### config.mk
export PLATFORM = sky130hd
export DESIGN_NAME = irq_pin_accept
export DESIGN_NICKNAME = d
export VERILOG_FILES = /design/src/rtl/irq_accept_pkg.sv /design/src/rtl/irq_pin_cell.sv /design/src/rtl/irq_prio_pick.sv /design/src/rtl/irq_req_stage.sv /design/src/rtl/irq_pin_accept.sv
export SDC_FILE = /design/constraint.sdc
export NUM_CORES = 1
export LEC_CHECK = 0
export BUFFER_PORTS_ARGS = -buffer_cell sky130_fd_sc_hd__buf_4
export CAP_MARGIN = 20
export CORE_MARGIN = 2
export CORE_UTILIZATION = 45
export CTS_BUF_LIST = sky130_fd_sc_hd__clkbuf_4
export DETAILED_ROUTE_END_ITERATION = 16
export PLACE_DENSITY = 0.79
export SETUP_SLACK_MARGIN = 0.15
export SYNTH_ARGS = -nofsm -noshare
export SYNTH_HDL_FRONTEND = slang
export SYNTH_SLANG_ARGS = --single-unit
### constraint.sdc
create_clock -name clk -period 2.47 [get_ports clk]
set_input_delay 0.247 -clock clk [delete_from_list [all_inputs] [get_ports clk]]
set_output_delay 0.247 -clock clk [all_outputs]
set_load 0.02 [all_outputs]
### src/rtl/irq_accept_pkg.sv
// Package: shared constants and types for the pin acceptance engine.
// Assumes: nothing beyond IEEE 1800-2017.
package irq_accept_pkg;

    localparam int DEF_PINS  = 8;
    localparam int DEF_VEC_W = 8;

    // Trigger mode as stored in one bit of each entry
    typedef enum logic {
        TRIG_EDGE  = 1'b0,
        TRIG_LEVEL = 1'b1
    } trig_e;

endpackage

### src/rtl/irq_pin_cell.sv
// Module: irq_pin_cell
// Keeps the state of one pin: the sampled line, remote IRR and the pending bit.
// Decides whether a line edge, an EOI or an entry rewrite records a request.
// Assumes: line is polarity-corrected; cfg inputs already show the new entry
// in the cycle wr_hit is high; take is high only while pend is high.
module irq_pin_cell
    import irq_accept_pkg::*;
#(
    parameter int VEC_W    = DEF_VEC_W,
    parameter bit PIN_ZERO = 1'b0
) (
    input  logic             clk,
    input  logic             rst_n,
    input  logic             line,
    input  logic             mask,
    input  logic             level_mode,
    input  logic [VEC_W-1:0] vector,
    input  logic             eoi_valid,
    input  logic [VEC_W-1:0] eoi_vector,
    input  logic             wr_hit,
    input  logic             take,
    output logic             rirr,
    output logic             pend
);

    logic  line_q;
    logic  rirr_q;
    logic  pend_q;
    trig_e trig;
    logic  rise;
    logic  vec_hit;
    logic  fire_edge, fire_level, fire_eoi, fire_wr, fire_any;
    logic  rirr_set, rirr_clr;
    logic  rirr_d, pend_d;

    // Classify this cycle's events for the pin
    always_comb begin
        trig       = trig_e'(level_mode);
        rise       = line & ~line_q;
        vec_hit    = eoi_valid && (vector == eoi_vector);
        fire_edge  = !mask && (trig == TRIG_EDGE) && rise;
        fire_level = !mask && (trig == TRIG_LEVEL) && rise && !rirr_q;
        fire_eoi   = vec_hit && (trig == TRIG_LEVEL) && !mask && line;
        fire_wr    = !PIN_ZERO && wr_hit && (trig == TRIG_LEVEL) && !mask
                     && !rirr_q && line;
        fire_any   = fire_edge | fire_level | fire_eoi | fire_wr;
        rirr_set   = fire_level | fire_eoi | fire_wr;
        rirr_clr   = vec_hit | (wr_hit && (trig == TRIG_EDGE));
        rirr_d     = rirr_set | (rirr_q & ~rirr_clr);
        pend_d     = ((pend_q & ~take) | fire_any) & ~mask;
    end

    // Register the line sample, remote IRR and pending bit
    always_ff @(posedge clk) begin
        if (!rst_n) begin
            line_q <= 1'b0;
            rirr_q <= 1'b0;
            pend_q <= 1'b0;
        end else begin
            line_q <= line;
            rirr_q <= rirr_d;
            pend_q <= pend_d;
        end
    end

    assign rirr = rirr_q;
    assign pend = pend_q;

    AST_MASK_NO_PEND: assert property (@(posedge clk) disable iff (!rst_n)
        mask |=> !pend_q);
    AST_EDGE_RECORDS: assert property (@(posedge clk) disable iff (!rst_n)
        (!mask && !level_mode && line && !line_q) |=> pend_q);
    AST_LEVEL_GATED: assert property (@(posedge clk) disable iff (!rst_n)
        (level_mode && rirr_q && !pend_q && !vec_hit) |=> !pend_q);
    AST_EOI_CLEARS: assert property (@(posedge clk) disable iff (!rst_n)
        (vec_hit && !(level_mode && !mask && line)) |=> !rirr_q);
    AST_EOI_REFIRE: assert property (@(posedge clk) disable iff (!rst_n)
        (vec_hit && level_mode && !mask && line) |=> (rirr_q && pend_q));
    AST_WR_EDGE_CLR: assert property (@(posedge clk) disable iff (!rst_n)
        (wr_hit && !level_mode) |=> !rirr_q);
    AST_WR_REEVAL: assert property (@(posedge clk) disable iff (!rst_n)
        (!PIN_ZERO && wr_hit && level_mode && !mask && !rirr_q && line)
        |=> (rirr_q && pend_q));
    AST_PIN0_NO_REEVAL: assert property (@(posedge clk) disable iff (!rst_n)
        (PIN_ZERO && wr_hit && !rirr_q && !(line && !line_q) && !vec_hit)
        |=> !rirr_q);

endmodule

### src/rtl/irq_prio_pick.sv
// Module: irq_prio_pick
// Fixed-priority picker: returns the lowest set candidate as a one-hot
// vector and as an index.
// Assumes: NPINS >= 2; purely combinational.
module irq_prio_pick
    import irq_accept_pkg::*;
#(
    parameter int NPINS = DEF_PINS,
    localparam int IDX_W = $clog2(NPINS)
) (
    input  logic [NPINS-1:0] cand,
    output logic [NPINS-1:0] grant_oh,
    output logic [IDX_W-1:0] grant_idx,
    output logic             any
);

    // Scan from the top so that the lowest candidate is written last and wins
    always_comb begin
        grant_oh  = '0;
        grant_idx = '0;
        for (int i = NPINS - 1; i >= 0; i--) begin
            if (cand[i]) begin
                grant_oh  = '0;
                grant_oh[i] = 1'b1;
                grant_idx = IDX_W'(i);
            end
        end
        any = |cand;
    end

endmodule

### src/rtl/irq_req_stage.sv
// Module: irq_req_stage
// Output slot holding one delivery request under a valid/ready handshake.
// Assumes: load_any/load_idx come from the picker; 'free' tells the caller
// in which cycles a pick is consumed.
module irq_req_stage #(
    parameter int IDX_W = 3
) (
    input  logic             clk,
    input  logic             rst_n,
    input  logic             load_any,
    input  logic [IDX_W-1:0] load_idx,
    output logic             free,
    output logic             req_valid,
    input  logic             req_ready,
    output logic [IDX_W-1:0] req_pin
);

    logic             valid_q;
    logic [IDX_W-1:0] pin_q;

    // Slot can accept a new pick when empty or being drained this cycle
    assign free = !valid_q || req_ready;

    // Load the picked pin into the slot or keep holding it
    always_ff @(posedge clk) begin
        if (!rst_n) begin
            valid_q <= 1'b0;
            pin_q   <= '0;
        end else if (free) begin
            valid_q <= load_any;
            if (load_any) begin
                pin_q <= load_idx;
            end
        end
    end

    assign req_valid = valid_q;
    assign req_pin   = pin_q;

    AST_HOLD_VALID: assert property (@(posedge clk) disable iff (!rst_n)
        (valid_q && !req_ready) |=> (valid_q && $stable(pin_q)));

endmodule

### src/rtl/irq_pin_accept.sv
// Module: irq_pin_accept (top)
// Per-pin edge/level interrupt acceptance: one irq_pin_cell per pin, a
// lowest-first picker and a single handshaked output slot.
// Assumes: pin lines are synchronous and polarity-corrected; the register
// file pulses wr_lo_valid in the cycle the new entry shows on cfg_*.
module irq_pin_accept
    import irq_accept_pkg::*;
#(
    parameter int NPINS = DEF_PINS,
    parameter int VEC_W = DEF_VEC_W,
    localparam int IDX_W = $clog2(NPINS)
) (
    input  logic                   clk,
    input  logic                   rst_n,
    input  logic [NPINS-1:0]       pin_level,
    input  logic [NPINS-1:0]       cfg_mask,
    input  logic [NPINS-1:0]       cfg_level,
    input  logic [NPINS*VEC_W-1:0] cfg_vector,
    input  logic                   wr_lo_valid,
    input  logic [IDX_W-1:0]       wr_lo_pin,
    input  logic                   eoi_valid,
    input  logic [VEC_W-1:0]       eoi_vector,
    output logic                   req_valid,
    input  logic                   req_ready,
    output logic [IDX_W-1:0]       req_pin,
    output logic [NPINS-1:0]       rirr
);

    logic [NPINS-1:0] pend;
    logic [NPINS-1:0] cand;
    logic [NPINS-1:0] grant_oh;
    logic [NPINS-1:0] take;
    logic [NPINS-1:0] wr_hit;
    logic [IDX_W-1:0] grant_idx;
    logic             grant_any;
    logic             slot_free;

    // Decode the rewrite strobe to a per-pin hit
    always_comb begin
        for (int i = 0; i < NPINS; i++) begin
            wr_hit[i] = wr_lo_valid && (wr_lo_pin == IDX_W'(i));
        end
    end

    // Only unmasked pending pins compete; a pick is consumed when the slot is free
    assign cand = pend & ~cfg_mask;
    assign take = slot_free ? grant_oh : '0;

    for (genvar g = 0; g < NPINS; g++) begin : g_pin
        irq_pin_cell #(
            .VEC_W    (VEC_W),
            .PIN_ZERO (g == 0)
        ) u_cell (
            .clk        (clk),
            .rst_n      (rst_n),
            .line       (pin_level[g]),
            .mask       (cfg_mask[g]),
            .level_mode (cfg_level[g]),
            .vector     (cfg_vector[g*VEC_W +: VEC_W]),
            .eoi_valid  (eoi_valid),
            .eoi_vector (eoi_vector),
            .wr_hit     (wr_hit[g]),
            .take       (take[g]),
            .rirr       (rirr[g]),
            .pend       (pend[g])
        );
    end

    irq_prio_pick #(
        .NPINS (NPINS)
    ) u_pick (
        .cand      (cand),
        .grant_oh  (grant_oh),
        .grant_idx (grant_idx),
        .any       (grant_any)
    );

    irq_req_stage #(
        .IDX_W (IDX_W)
    ) u_slot (
        .clk       (clk),
        .rst_n     (rst_n),
        .load_any  (grant_any),
        .load_idx  (grant_idx),
        .free      (slot_free),
        .req_valid (req_valid),
        .req_ready (req_ready),
        .req_pin   (req_pin)
    );

    AST_ONE_TAKE: assert property (@(posedge clk) disable iff (!rst_n)
        $onehot0(take));
    AST_TAKE_PENDING: assert property (@(posedge clk) disable iff (!rst_n)
        ((take & ~pend) == '0));
    AST_PEND_KEPT: assert property (@(posedge clk) disable iff (!rst_n)
        ((pend & ~take & ~cfg_mask) != '0) |=> (pend != '0));

endmodule

# After elaboration in Yosys (flattened, before gate mapping)
# Cells that the tools add are included.
dict set report totals {
  regBits 28
  out_inout_bits 12
  elab_cells 331
}
dict set report op_classes {
  n_bitwise 136
  n_eq_ne 15
  n_mux 17
  reduce_logical 137
}
# op count
set ops {}
lappend ops {{$logic_and 1x1->1} 116}
lappend ops {{$mux 8} 9}
lappend ops {{$eq 8x8->1} 8}
lappend ops {{$or 1x1->1} 62}
lappend ops {{$not 1->1} 40}
lappend ops {{$and 1x1->1} 32}
lappend ops {{$mux 3} 8}
lappend ops {{$logic_not 1->1} 17}
lappend ops {{$eq 3x3->1 const B} 4}
lappend ops {{$and 8x8->8} 1}
lappend ops {{$not 8->8} 1}
lappend ops {{$reduce_or 8->1} 1}
lappend ops {{$eq 3x2->1 const B} 2}
lappend ops {{$eq 3x1->1 const B} 1}
lappend ops {{$logic_not 3->1} 1}
lappend ops {{$reduce_and 2->1} 1}
lappend ops {{$logic_or 1x1->1} 1}

# Longest topological paths before layout
# Gate-level depths: netlist of run 1.
dict set report depth {
  ltp_word 15
  depth_mapped 6
  ltp_nobuf 5
}

# Modules after synthesis
# From an unflattened synthesis of run 1, not the netlist that was laid out.
dict set report unflattened {
  cells_unflattened 290
  hier_area_um2 2387.3
}
# mod area_each_um2 seq_area_each_um2 instances cells_each
set by_module_without_submodules {}
lappend by_module_without_submodules {{irq_pin_cell (g_pin[1].u_cell ...)} 232.7 60.1 7 28}
lappend by_module_without_submodules {{irq_pin_cell (g_pin[0].u_cell)} 247.7 60.1 1 29}
lappend by_module_without_submodules {irq_pin_accept 196.4 0.0 1 24}
lappend by_module_without_submodules {irq_req_stage 170.2 80.1 1 17}
lappend by_module_without_submodules {irq_prio_pick 143.9 0.0 1 24}

# Least setup slack after synthesis of run 1
# Ideal clock, no wire load.
dict set report synth_timing {
  kind {register -> register}
  startpoint {register u_slot.valid_q (netlist: u_slot.req_valid)}
  endpoint {register g_pin[6].u_cell.pend_q}
  path_slack_ns 0.976
  n_path_buf 1
  setup_ns 0.125
  t_arrival_ns 1.369
  required_time_ns 2.345
  stages_incl_launch_ff 7
  path_cell_list {dfxtp_1 -> nor2b_1 -> clkbuf_2 -> nor2_1 -> or4b_1 -> a32oi_1 -> o22ai_1}
}
dict set report synth_between {
  elab_chain_cells 7
}
# item line
set synth_rtl {}
lappend synth_rtl {{from (decl)} irq_req_stage.sv:18} ;# logic valid_q;
lappend synth_rtl {{from (signal assigned)} irq_req_stage.sv:30} ;# valid_q <= load_any;
lappend synth_rtl {{$logic_not 1->1} irq_req_stage.sv:22} ;# assign free = !valid_q || req_ready;
lappend synth_rtl {{$logic_or 1x1->1} irq_req_stage.sv:22}
lappend synth_rtl {{$mux 8} irq_pin_accept.sv:47} ;# assign take = slot_free ? grant_oh : '0;
lappend synth_rtl {{$not 1->1} irq_pin_cell.sv:50} ;# pend_d = ((pend_q & ~take) | fire_any) & ~mask;
lappend synth_rtl {{$and 1x1->1} irq_pin_cell.sv:50}
lappend synth_rtl {{$or 1x1->1} irq_pin_cell.sv:50}
lappend synth_rtl {{$and 1x1->1} irq_pin_cell.sv:50}
lappend synth_rtl {{to (signal assigned)} irq_pin_cell.sv:62} ;# pend_q <= pend_d;
lappend synth_rtl {{to (decl)} irq_pin_cell.sv:28} ;# logic pend_q;
# No other way between the ends.
# A chain may end at the register's enable or synchronous reset.

# Final worst setup path of run 1
dict set report layout_timing {
  startpoint {register u_slot.valid_q (netlist: u_slot.req_valid)}
  endpoint {register g_pin[7].u_cell.pend_q}
}
dict set report layout_between {
  elab_chain_cells 7
}
# item line
set layout_rtl {}
lappend layout_rtl {{$logic_not 1->1} irq_req_stage.sv:22}
lappend layout_rtl {{$logic_or 1x1->1} irq_req_stage.sv:22}
lappend layout_rtl {{$mux 8} irq_pin_accept.sv:47}
lappend layout_rtl {{$not 1->1} irq_pin_cell.sv:50}
lappend layout_rtl {{$and 1x1->1} irq_pin_cell.sv:50}
lappend layout_rtl {{$or 1x1->1} irq_pin_cell.sv:50}
lappend layout_rtl {{$and 1x1->1} irq_pin_cell.sv:50}
lappend layout_rtl {{to (signal assigned)} irq_pin_cell.sv:62}
lappend layout_rtl {{to (decl)} irq_pin_cell.sv:28}
# No other way between the ends.

==> results of run 1 <==
[cells in the mapped netlist, drive strengths merged]
cell	number	area share (%)
xnor2	64	25
dfxtp	28	25
nand2	26	4.6
buf	17	5.5
nand2b	17	5.4
o21ai	15	3.3
nand3	14	3.1
nor2	13	2.2
a21oi	10	2.2
nor2b	10	2.8
nand4	9	2.5
nor3	9	2.0
and2	8	2.2
o211ai	8	2.6
clkbuf	4	0.72
inv	4	0.66
o2111ai	3	1.2
o22ai	3	0.83
a31oi	2	0.55
nand3b	2	1.2
o221a	2	0.99
o31a	2	0.77
or2	2	0.55
a211oi	1	0.33
a21boi	1	0.33
a2bb2oi	1	0.39
a32oi	1	0.39
and4b	1	0.44
mux2i	1	0.44
nand4b	1	0.39
o21a	1	0.33
o21bai	1	0.33
o2bb2ai	1	0.39
o31ai	1	0.33
or2b	1	0.33
or4b	1	0.44
[logic make-up after synthesis]
logic type / count (synthesis) / synth area share [%]
and+or+nand+nor: 114 / 28.0
xor gates and xnor gates: 64 / 24.7
AOI/OAI and AO/OA: 53 / 15.3
DFF: 28 / 24.7
buffers and inverters: 25 / 6.84
muxes: 1 / 0.441
[sequential cells by signal (all words and copies together) (netlist names)]
register / flops
g_pin.u_cell.line_q: 8
g_pin.u_cell.pend: 8
g_pin.u_cell.rirr: 8
u_slot.req_pin: 3
u_slot.req_valid: 1
[area by class of cell]
cell class / instances / area share, %
clock buffers: 3 / 0.726
well taps: 67 / 2.70
clock inverters: 1 / 0.121
flip-flops and latches: 28 / 18.1
inverters: 4 / 0.484
multi-input cells: 232 / 50.1
repair buffers: 115 / 27.8
[critical path, stage by stage (launching register included)]
cell	delay, ns
dfxtp_1	0.35
nor2b_1	0.47
nand3b_4	0.26
or2_1	0.14
nor3_1	0.06
o31ai_1	0.22
[final timing paths]
kind                           to  slack (ns)  cells past startpoint
max reg2reg  g_pin[7].u_cell.pend        0.88                      5
min          g_pin[0].u_cell.pend        0.07                      2
min reg2reg     u_slot.req_pin[0]        0.47                      2
max          g_pin[7].u_cell.pend        0.88                      5
[per-layer routing]
layer | global-route usage [%] | wire, um | share of wire (%) | vias to the layer above
li1 | - | - | - | 1167
met1 | 24.7 | 2300 | 39 | 1010
met2 | 41.4 | 3090 | 52 | 80
met3 | 5.89 | 496 | 8.3 | 8
met4 | 4.56 | 77 | 1.3 | 0
met5 | 0 | 0 | 0 | -
[power by group through the flow]
| stage | Sequential, mW | Clock [mW] | Combinational [mW] |
|---|---|---|---|
| 2_1_floorplan | 0.502 | 0 | 0.231 |
| 3_3_place_gp | 0.496 | 0 | 0.411 |
| 6_report | 0.487 | 0.193 | 0.415 |
| 4_1_cts | 0.487 | 0.198 | 0.419 |
| 3_5_place_dp | 0.497 | 0 | 0.418 |
| 5_1_grt | 0.490 | 0.214 | 0.456 |
[per-stage QoR]
step | hold WS, ns | utilization [%] | cell area (um2) | setup WS, ns | power [mW]
finish | 0.0720 | 64.8 | 3100 | 0.881 | 1.10
global route | 0.0629 | 64.8 | 3100 | 0.723 | 1.16
CTS | 0.0687 | 64.8 | 3100 | 0.858 | 1.10
detailed placement | 0.431 | 64.3 | 3080 | 0.866 | 0.915
global placement | 0.431 | 64.3 | 3080 | 0.949 | 0.907
floorplan | 0.316 | - | 2270 | 0.976 | 0.733
==> results.md, run 1 <==
* Number of port buffers at between 100 and 150
* Worst Path Max Fanout at 8
* Max-cap violations at 0
* Drt first pass iters at 4
* Run status: complete, no violations
* Worst setup path startpoint: u_slot.req_valid
* Startpoint of the lowest-slack register-to-register path: u_slot.req_valid
* Number of buffers added for setup after CTS at 0
* Number of rows created at floorplan at 25
* Synth warnings at 0
* Critical Path End Type: flip-flop
* Routed vias at 2265
* Number of antenna violations at the first check in global routing at 0
* Sw Ratio at between 20% and 30%
* Synth Register Bits at 28
* Most common library cell in the layout ignoring fill and taps: buf_4
* Clock edge transition at the registers on the reported setup and hold paths at ~0.15 ns
* Placed cells at about 450
* Most used cells in the layout excluding fill and tap cells: 115 x buf_4, 64 x xnor2_1, 28 x dfxtp_1, 25 x nand2_1
* Num CTS Buffers at 3
* Largest net degree at the start of global routing at 31
* Max H-tree Level at 1
* Proportion of power drawn by combinational gates at ~38%
* Mean Syn Cell Area at about 8.0 um2
* Final weighted congestion of routability-driven global placement at around 0.83
* Static Leak at ~1.3 nW
* Initial core utilization at around 47%
* Chip height at ~75 um
* Number of global-route vias before repair at ~2200
* Std-Cell Core Area at around 0.0048 mm2
* Number of hold buffers added after cts at 0
* Upper clock frequency limit at roughly 630 MHz
* Areal power density over the cells at ~350 mW/mm2
* Critical path type: reg -> reg
* Post-synth cell types at 42
* Layout-stage area growth over the synthesis result at 36.7%
* Worst relative slew slack at between 60 and 70%
* RSZ-0062 raised after global routing: no
* DR DRC count at 0
* Fin crit period at 1.59 ns
* Clock tree sinks at 28
* Ant. Diodes at 0
* Internal power summed over all cells at around 0.77 mW
* Total global routing overflow at 0
* Half-perimeter wire length after placement at ~5200 um
* Num ports at 116
* Overall routing resource usage at 22.0%
* Total Wirelength at about 6000 um
* Source of the worst hold timing path: cfg_mask[0]
* Cell area after technology mapping at between 0.002 and 0.0025 mm2
* Via-per-instance ratio at approximately 5.0
* Required arrival time at the worst endpoint at around 2.7 ns
* Sum Neg Setup Slack at 0 ns
* Least-Margin Pin Slew at 0.555 ns
* Layout net count at roughly 500
* Reg power frac at roughly 44%
* CTS root buffer: clkbuf_4
* Number of setup violations in the final report at 0
* Global-route wire length before repair at a little under 10000 um
* Max-slew violation count at 0
* Net switching power at between 0.3 and 0.4 mW
* Count of nets left with antenna violations after detail routing at 0
* Share of layout cells above drive strength 1 at around a third
* Net count after synthesis at between 300 and 400
* Seq. cell area at 561 um2
* Die Width at 75 um
* Drt first-iter violations at 69
* VDD IR max at between 0.2 and 0.25 mV
* Clock latency of the later-clocked register in the worst-skew pair at 0.32 ns
* Final hold violations at 0
* Type of the worst min-delay path: in -> reg
* Filler instances at 456
* Total area of multi-input combinational cells at roughly 0.0016 mm2
* Final cell count without fillers at 450
* Proportion of synthesized chip area in sequential cells at between 20 and 25%
* Area of the die at roughly 0.0056 mm2
* CTS tree: yes
* Worst Skew at around 0.0040 ns
* Resized cells post-CTS at 0
* Wire length per cell at about 13 um
* Data arrival time at the worst-slack endpoint at 1.84 ns
* Startpoint type of the worst setup path: flip-flop
* Number of buffers on the longest clock path at 2
* Post-Syn Instances at about 290
* Clock group share of total power at ~18%
* Portion of the clock cycle consumed by the worst path in the final layout at 64.3%
(Power assumes the default switching activity.)
==> inputs of run 2 (changes only) <==
==> constraint.sdc (replaced) <==
create_clock -name clk -period 1.6 [get_ports clk]
set_input_delay 0.16 -clock clk [delete_from_list [all_inputs] [get_ports clk]]
set_output_delay 0.16 -clock clk [all_outputs]
set_load 0.02 [all_outputs]
==> run 2 against run 1 <==
Compared with the run above: worst hold slack lost 0.049 ns; critical path depth is the same; flip-flop and latch count is the same; wire length grew 4.7%; combinational power grew 59%; largest cell class unchanged.
==> results.md, run 2 (same netlist as run 1, synthesis figures left out) <==
* Number of global-route vias before repair at 2322
* Worst Skew at roughly 0.003 ns
* DR DRC count at 0
* Startpoint type of the worst setup path: flip-flop
* Most used cells in the layout excluding fill and tap cells: 119 x buf_4, 64 x xnor2_1, 24 x nand2_1, 23 x dfxtp_1, 15 x o21ai_0
* Worst path cell trace: nand2b_4, nand2_4, or4b_4, a32oi_1, o22ai_1
* Largest stage delay, worst path at around 0.52 ns
* CTS root buffer: clkbuf_4
* Crit path max-delay cell type: or4b_4
* Ant. Diodes at 0
* Final hold violations at 0
* Least-Margin Pin Slew at around 0.48 ns
* Final design instance area without fill at between 0.003 and 0.004 mm2
* Layout-stage area growth over the synthesis result at 40.3%
* Number of antenna violations at the first check in global routing at 0
* Initial core utilization at roughly 47%
* Number of port buffers at between 100 and 150
* Final cell count without fillers at between 400 and 500
* Critical path type: reg -> reg
* Required arrival time at the worst endpoint at about 1.8 ns
* Num ports at about 120
* Data arrival time at the worst-slack endpoint at approximately 1.6 ns
* Util after Layout at approximately two thirds
* Share of layout cells above drive strength 1 at between 30% and 40%
* Run status: complete, no violations
* Worst relative slew slack at roughly two thirds
* Total global routing overflow at 0
* Post-placement setup slack at around 0.21 ns
* Upper clock frequency limit at about 710 MHz
* Drt first pass iters at 8
* Global-route wire length before repair at 9860 um
* Wire length per cell at 13.7 um
* Max-slew violation count at 0
* Portion of the clock cycle consumed by the worst path in the final layout at approximately 90%
* Clock tree sinks at 28
* Clock latency of the later-clocked register in the worst-skew pair at approximately 0.33 ns
* Drt first-iter violations at ~140
* Total power consumption of the routed design at roughly 1.7 mW
* Largest net degree at the start of global routing at 31
* Number of setup violations in the final report at 0
* Die Width at around 75 um
* Final worst setup slack at about 0.19 ns
* Half-perimeter wire length after placement at 5370 um
* Max H-tree Level at 1
* Fin crit period at ~1.4 ns
* Clock edge transition at the registers on the reported setup and hold paths at approximately 0.15 ns
* Max-cap violations at 0
* Num CTS Buffers at 3
* Type of the worst min-delay path: in -> reg
* Static Leak at about 1.3 nW
* Routed vias at 2353
* Chip height at 75 um
* Final weighted congestion of routability-driven global placement at a little under 0.9
* CTS tree: yes
* Layout net count at around 490
* Total Wirelength at roughly 6200 um
* Filler instances at roughly 420
* Placed cells at 448
* Number of rows created at floorplan at 25
* Via-per-instance ratio at just over 5
* Critical Path End Type: flip-flop
* Count of nets left with antenna violations after detail routing at 0
* Area of the die at 0.00563 mm2
* Worst Path Max Fanout at 3
* Worst hold-check slack at between 0.02 and 0.025 ns
* Most common library cell in the layout ignoring fill and taps: buf_4
* Number of buffers on the longest clock path at 2
* Std-Cell Core Area at roughly 0.0048 mm2
* Sum Neg Setup Slack at 0 ns
* Areal power density over the cells at around 550 mW/mm2
* RSZ-0062 raised after global routing: no
* Overall routing resource usage at approximately 22%
* VDD IR max at roughly 0.31 mV
* Placed Instance Area at ~0.0031 mm2
[run 2: metal layers]
layer  wire length, um  up-vias  track usage [%]
li1                  -     1177                -
met1              2300     1060             24.1
met2              3310      106             43.4
met3               589       10             6.02
met4                46        0             4.76
met5                 0        -                0
[run 2: critical path: cells and delay by family (launching register included)]
| kind | cells | cell delay, ns |
|---|---|---|
| AOI/OAI and AO/OA | 2 | 0.27 |
| and+or+nand+nor | 3 | 0.68 |
| DFF | 1 | 0.36 |
[run 2: what timing repair did]
| action | in CTS | in global routing |
|---|---|---|
| buffers inserted | 0 | 2 |
| endpoints found under the hold margin | 1 | 0 |
| hold buffers | 1 | 0 |
| endpoints found under the setup margin | 0 | 2 |
| resized for setup | 0 | 10 |
[run 2: path summary, 6_finish.rpt]
kind | start | to | slack, ns | cells past startpoint
max | g_pin[1].u_cell.pend | g_pin[6].u_cell.pend | 0.19 | 5
min | cfg_mask[0] | g_pin[0].u_cell.rirr | 0.02 | 2
max reg2reg | g_pin[1].u_cell.pend | g_pin[6].u_cell.pend | 0.19 | 5
min reg2reg | u_slot.req_pin[0] | u_slot.req_pin[0] | 0.49 | 2
[run 2: layout make-up]
type	count	area [um2]	area share [%]
Tap cell	67	83.8	2.63
Sequential cell	28	569	17.9
Clock buffer	4	30.0	0.943
Inverter	4	15.0	0.472
Timing Repair Buffer	120	903	28.4
Multi-Input combinational cell	232	1580	49.7
[run 2: power breakdown]
| group | internal, mW | switching, mW |
|---|---|---|
| Sequential | 0.734 | 0.0205 |
| Clock | 0.115 | 0.209 |
| Combinational | 0.385 | 0.276 |
==> inputs of run 3 (changes only) <==
--- a/config.mk
+++ b/config.mk
@@ -11,8 +11,9 @@
 export CORE_UTILIZATION = 45
 export CTS_BUF_LIST = sky130_fd_sc_hd__clkbuf_4
 export DETAILED_ROUTE_END_ITERATION = 16
-export PLACE_DENSITY = 0.79
+export PLACE_DENSITY = 0.78
 export SETUP_SLACK_MARGIN = 0.15
 export SYNTH_ARGS = -nofsm -noshare
 export SYNTH_HDL_FRONTEND = slang
+export SYNTH_HIERARCHICAL = 1
 export SYNTH_SLANG_ARGS = --single-unit
==> run 3 against run 2 <==
Compared with the run above: synthesized cell count up 1.8%; flip-flop and latch count unchanged; critical endpoint is now g_pin[5].u_cell/pend; sequential power about the same; clock power up 47%; cell count up 5.7%; wire length up 9.4%; core utilization up 1.5 points; synthesized area up 5.2%; clock skew up 0.0035 ns; setup slack better by 0.049 ns.
==> results.md, run 3 <==
* Run status: complete, no violations
* Total Wirelength at about 7000 um
* Die Width at 76.8 um
* Most area-hungry cell type in the Yosys netlist: dfxtp_1
* Number of port buffers at ~120
* Filler instances at approximately 450
* Data arrival time at the worst-slack endpoint at between 1.5 and 2 ns
* Worst reg2reg path endpoint: g_pin[5].u_cell/pend
* Worst Path Max Fanout at 4
* Mean Syn Cell Area at ~8 um2
* Max H-tree Level at 1
* Clock edge transition at the registers on the reported setup and hold paths at approximately 0.16 ns
* Proportion of synthesized chip area in sequential cells at 23.5%
* Drt first pass iters at 4
* Worst relative slew slack at 71.6%
* Max-cap violations at 0
* Depth of the worst hold-timing path at 2
* Worst Skew at roughly 0.0064 ns
* Final worst setup slack at between 0.2 and 0.25 ns
* Half-perimeter wire length after placement at approximately 5700 um
* Layout net count at roughly 520
* EDFF count, synth at 0
* Most common library cell in the layout ignoring fill and taps: buf_4
* End point of the worst hold path: g_pin[6].u_cell/line_q
* Count of nets left with antenna violations after detail routing at 0
* Static Leak at 1.49 nW
* Final design instance area without fill at about 0.0035 mm2
* Via-per-instance ratio at around 5.2
* VDD IR max at 0.327 mV
* Sum Neg Setup Slack at 0 ns
* Final hold violations at 0
* Net count after synthesis at ~400
* Number of setup violations in the final report at 0
* Std-Cell Core Area at approximately 0.005 mm2
* Register-to-register path setup slack at about 0.24 ns
* Critical path type: reg -> reg
* Number of hold buffers added after cts at 0
* Share of layout cells above drive strength 1 at 39.2%
* Number of rows created at floorplan at 26
* Routed vias at approximately 2500
* Placed Instance Area at roughly 0.0033 mm2
* Placed cells at ~480
* Total power consumption of the routed design at 1.93 mW
* Required arrival time at the worst endpoint at ~1.8 ns
* Fin crit period at 1.36 ns
* Least-Margin Pin Slew at 0.422 ns
* Initial core utilization at between 40% and 50%
* Ant. Diodes at 0
* Cell area after technology mapping at around 0.0024 mm2
* Area of the die at 0.00590 mm2
* Chip height at 76.8 um
* Synth warnings at 6
* Clock tree sinks at 28
* Final cell count without fillers at roughly 480
* Total global routing overflow at 0
* Most frequent cells after synthesis: 56 x xor2_1, 28 x dfxtp_1, 19 x and2_1
* Global-route wire length before repair at roughly 11000 um
* Startpoint type of the worst setup path: flip-flop
* Type of the worst min-delay path: in -> reg
* Startpoint of the lowest-slack register-to-register path: g_pin[1].u_cell/pend
* Ys flop type: dfxtp_1
* Number of global-route vias before repair at around 2500
* Synth Register Bits at 28
* Path depth of the worst reg2reg path at 8
* DR DRC count at 0
* Largest net degree at the start of global routing at 33
* Num ports at 116
* Number of buffers on the longest clock path at 2
* Most used cells in the layout excluding fill and tap cells: 118 x buf_4, 56 x xor2_1, 25 x dfxtp_1, 18 x and2_1, 17 x inv_1
* Post-synth cell types at 38
* Post-placement setup slack at about 0.11 ns
* Critical Path End Type: flip-flop
* Final weighted congestion of routability-driven global placement at between 0.8 and 0.9
* Wire length per cell at between 10 and 15 um
* Main area contributors after synthesis: dfxtp_1 23%, xor2_1 21%, and2_1 5.0%, nor2b_1 4.7%, nor4_2 4.2%
* Max-slew violation count at 0
* Fraction of registers with async set/reset at 0%
* Source of the worst hold timing path: pin_level[6]
* Area share of the leading cell type in the synthesized netlist at between 20% and 30%
* Portion of the clock cycle consumed by the worst path in the final layout at a little under nine tenths
* Upper clock frequency limit at about 730 MHz
* CTS root buffer: clkbuf_4
* Post-Syn Instances at between 200 and 300
* Layout-stage area growth over the synthesis result at 45.4%
* Clock latency of the later-clocked register in the worst-skew pair at roughly 0.34 ns
* RSZ-0062 raised after global routing: yes
* Overall routing resource usage at 23.5%
* Most frequent cell after synthesis: xor2_1
* Number of antenna violations at the first check in global routing at 0
* CTS tree: yes
* Areal power density over the cells at 556 mW/mm2
* Drt first-iter violations at approximately 110
* Num CTS Buffers at 3
run 3: critical path, stage by stage, from the launching register on:
cell	delay [ns]
dfxtp_1	0.34
nor2b_4	0.13
nor2_2	0.16
nand2_1	0.13
nor3b_2	0.16
and2_1	0.14
o22ai_1	0.08
nand2_1	0.07
o21ai_1	0.06
run 3: per-stage QoR:
stage | utilization, % | hold slack [ns]
final | 68.0 | 0.0295
after CTS | 66.8 | 0.0292
after floorplan | - | 0.282
after global placement | 65.5 | 0.382
after detailed placement | 65.5 | 0.391
after global routing | 68.0 | 0.0151
run 3: area by class of cell:
type                            count  area, um2  area share [%]
Clock buffer                        3       22.5           0.649
Multi-Input combinational cell    244       1820            52.4
Clock inverter                      1       30.0           0.865
Inverter                           17       63.8            1.84
Sequential cell                    28        564            16.3
Tap cell                           70       87.6            2.52
Timing Repair Buffer              118        886            25.5
run 3: worst max-delay path by stage:
stage	start	end	slack, ns	cells past startpoint
after global routing	g_pin[7].u_cell/pend	g_pin[7].u_cell/pend	0.11	7
after detailed placement	g_pin[3].u_cell/pend	g_pin[6].u_cell/pend	0.11	8
after CTS	g_pin[5].u_cell/pend	g_pin[6].u_cell/pend	0.15	8
after floorplan	g_pin[0].u_cell/pend	g_pin[6].u_cell/pend	0.18	8
final	g_pin[1].u_cell/pend	g_pin[5].u_cell/pend	0.24	8
after global placement	g_pin[3].u_cell/pend	g_pin[6].u_cell/pend	0.15	8
run 3: report_power, final:
group / switching [mW] / internal (mW) / leakage (nW)
combinational: 0.331 / 0.371 / 1.23
sequential: 0.0190 / 0.734 / 0.231
clock: 0.223 / 0.254 / 0.0279
total: 0.573 / 1.36 / 1.49
run 3: repair_timing:
item | CTS | global route
gates resized for setup | 5 | 15
setup buffers | 0 | 1
pin swaps | 0 | 4
endpoints found under the setup margin | 2 | 6
run 3: logic make-up after synthesis:
family	count (synthesis)	synth area share, %
AO/OA/AOI/OAI	64	17.1
flip-flops	28	23.5
XOR/XNOR	64	23.5
buffers and inverters	18	2.99
AND/OR/NAND/NOR	116	32.9
run 3: per-layer routing:
metal / track usage (%) / vias up / wire [um]
met2: 44.2 / 95 / 3510
met5: 0 / - / 0
li1: - / 1258 / -
met1: 25.7 / 1150 / 2670
met3: 5.65 / 10 / 518
met4: 7.27 / 0 / 123
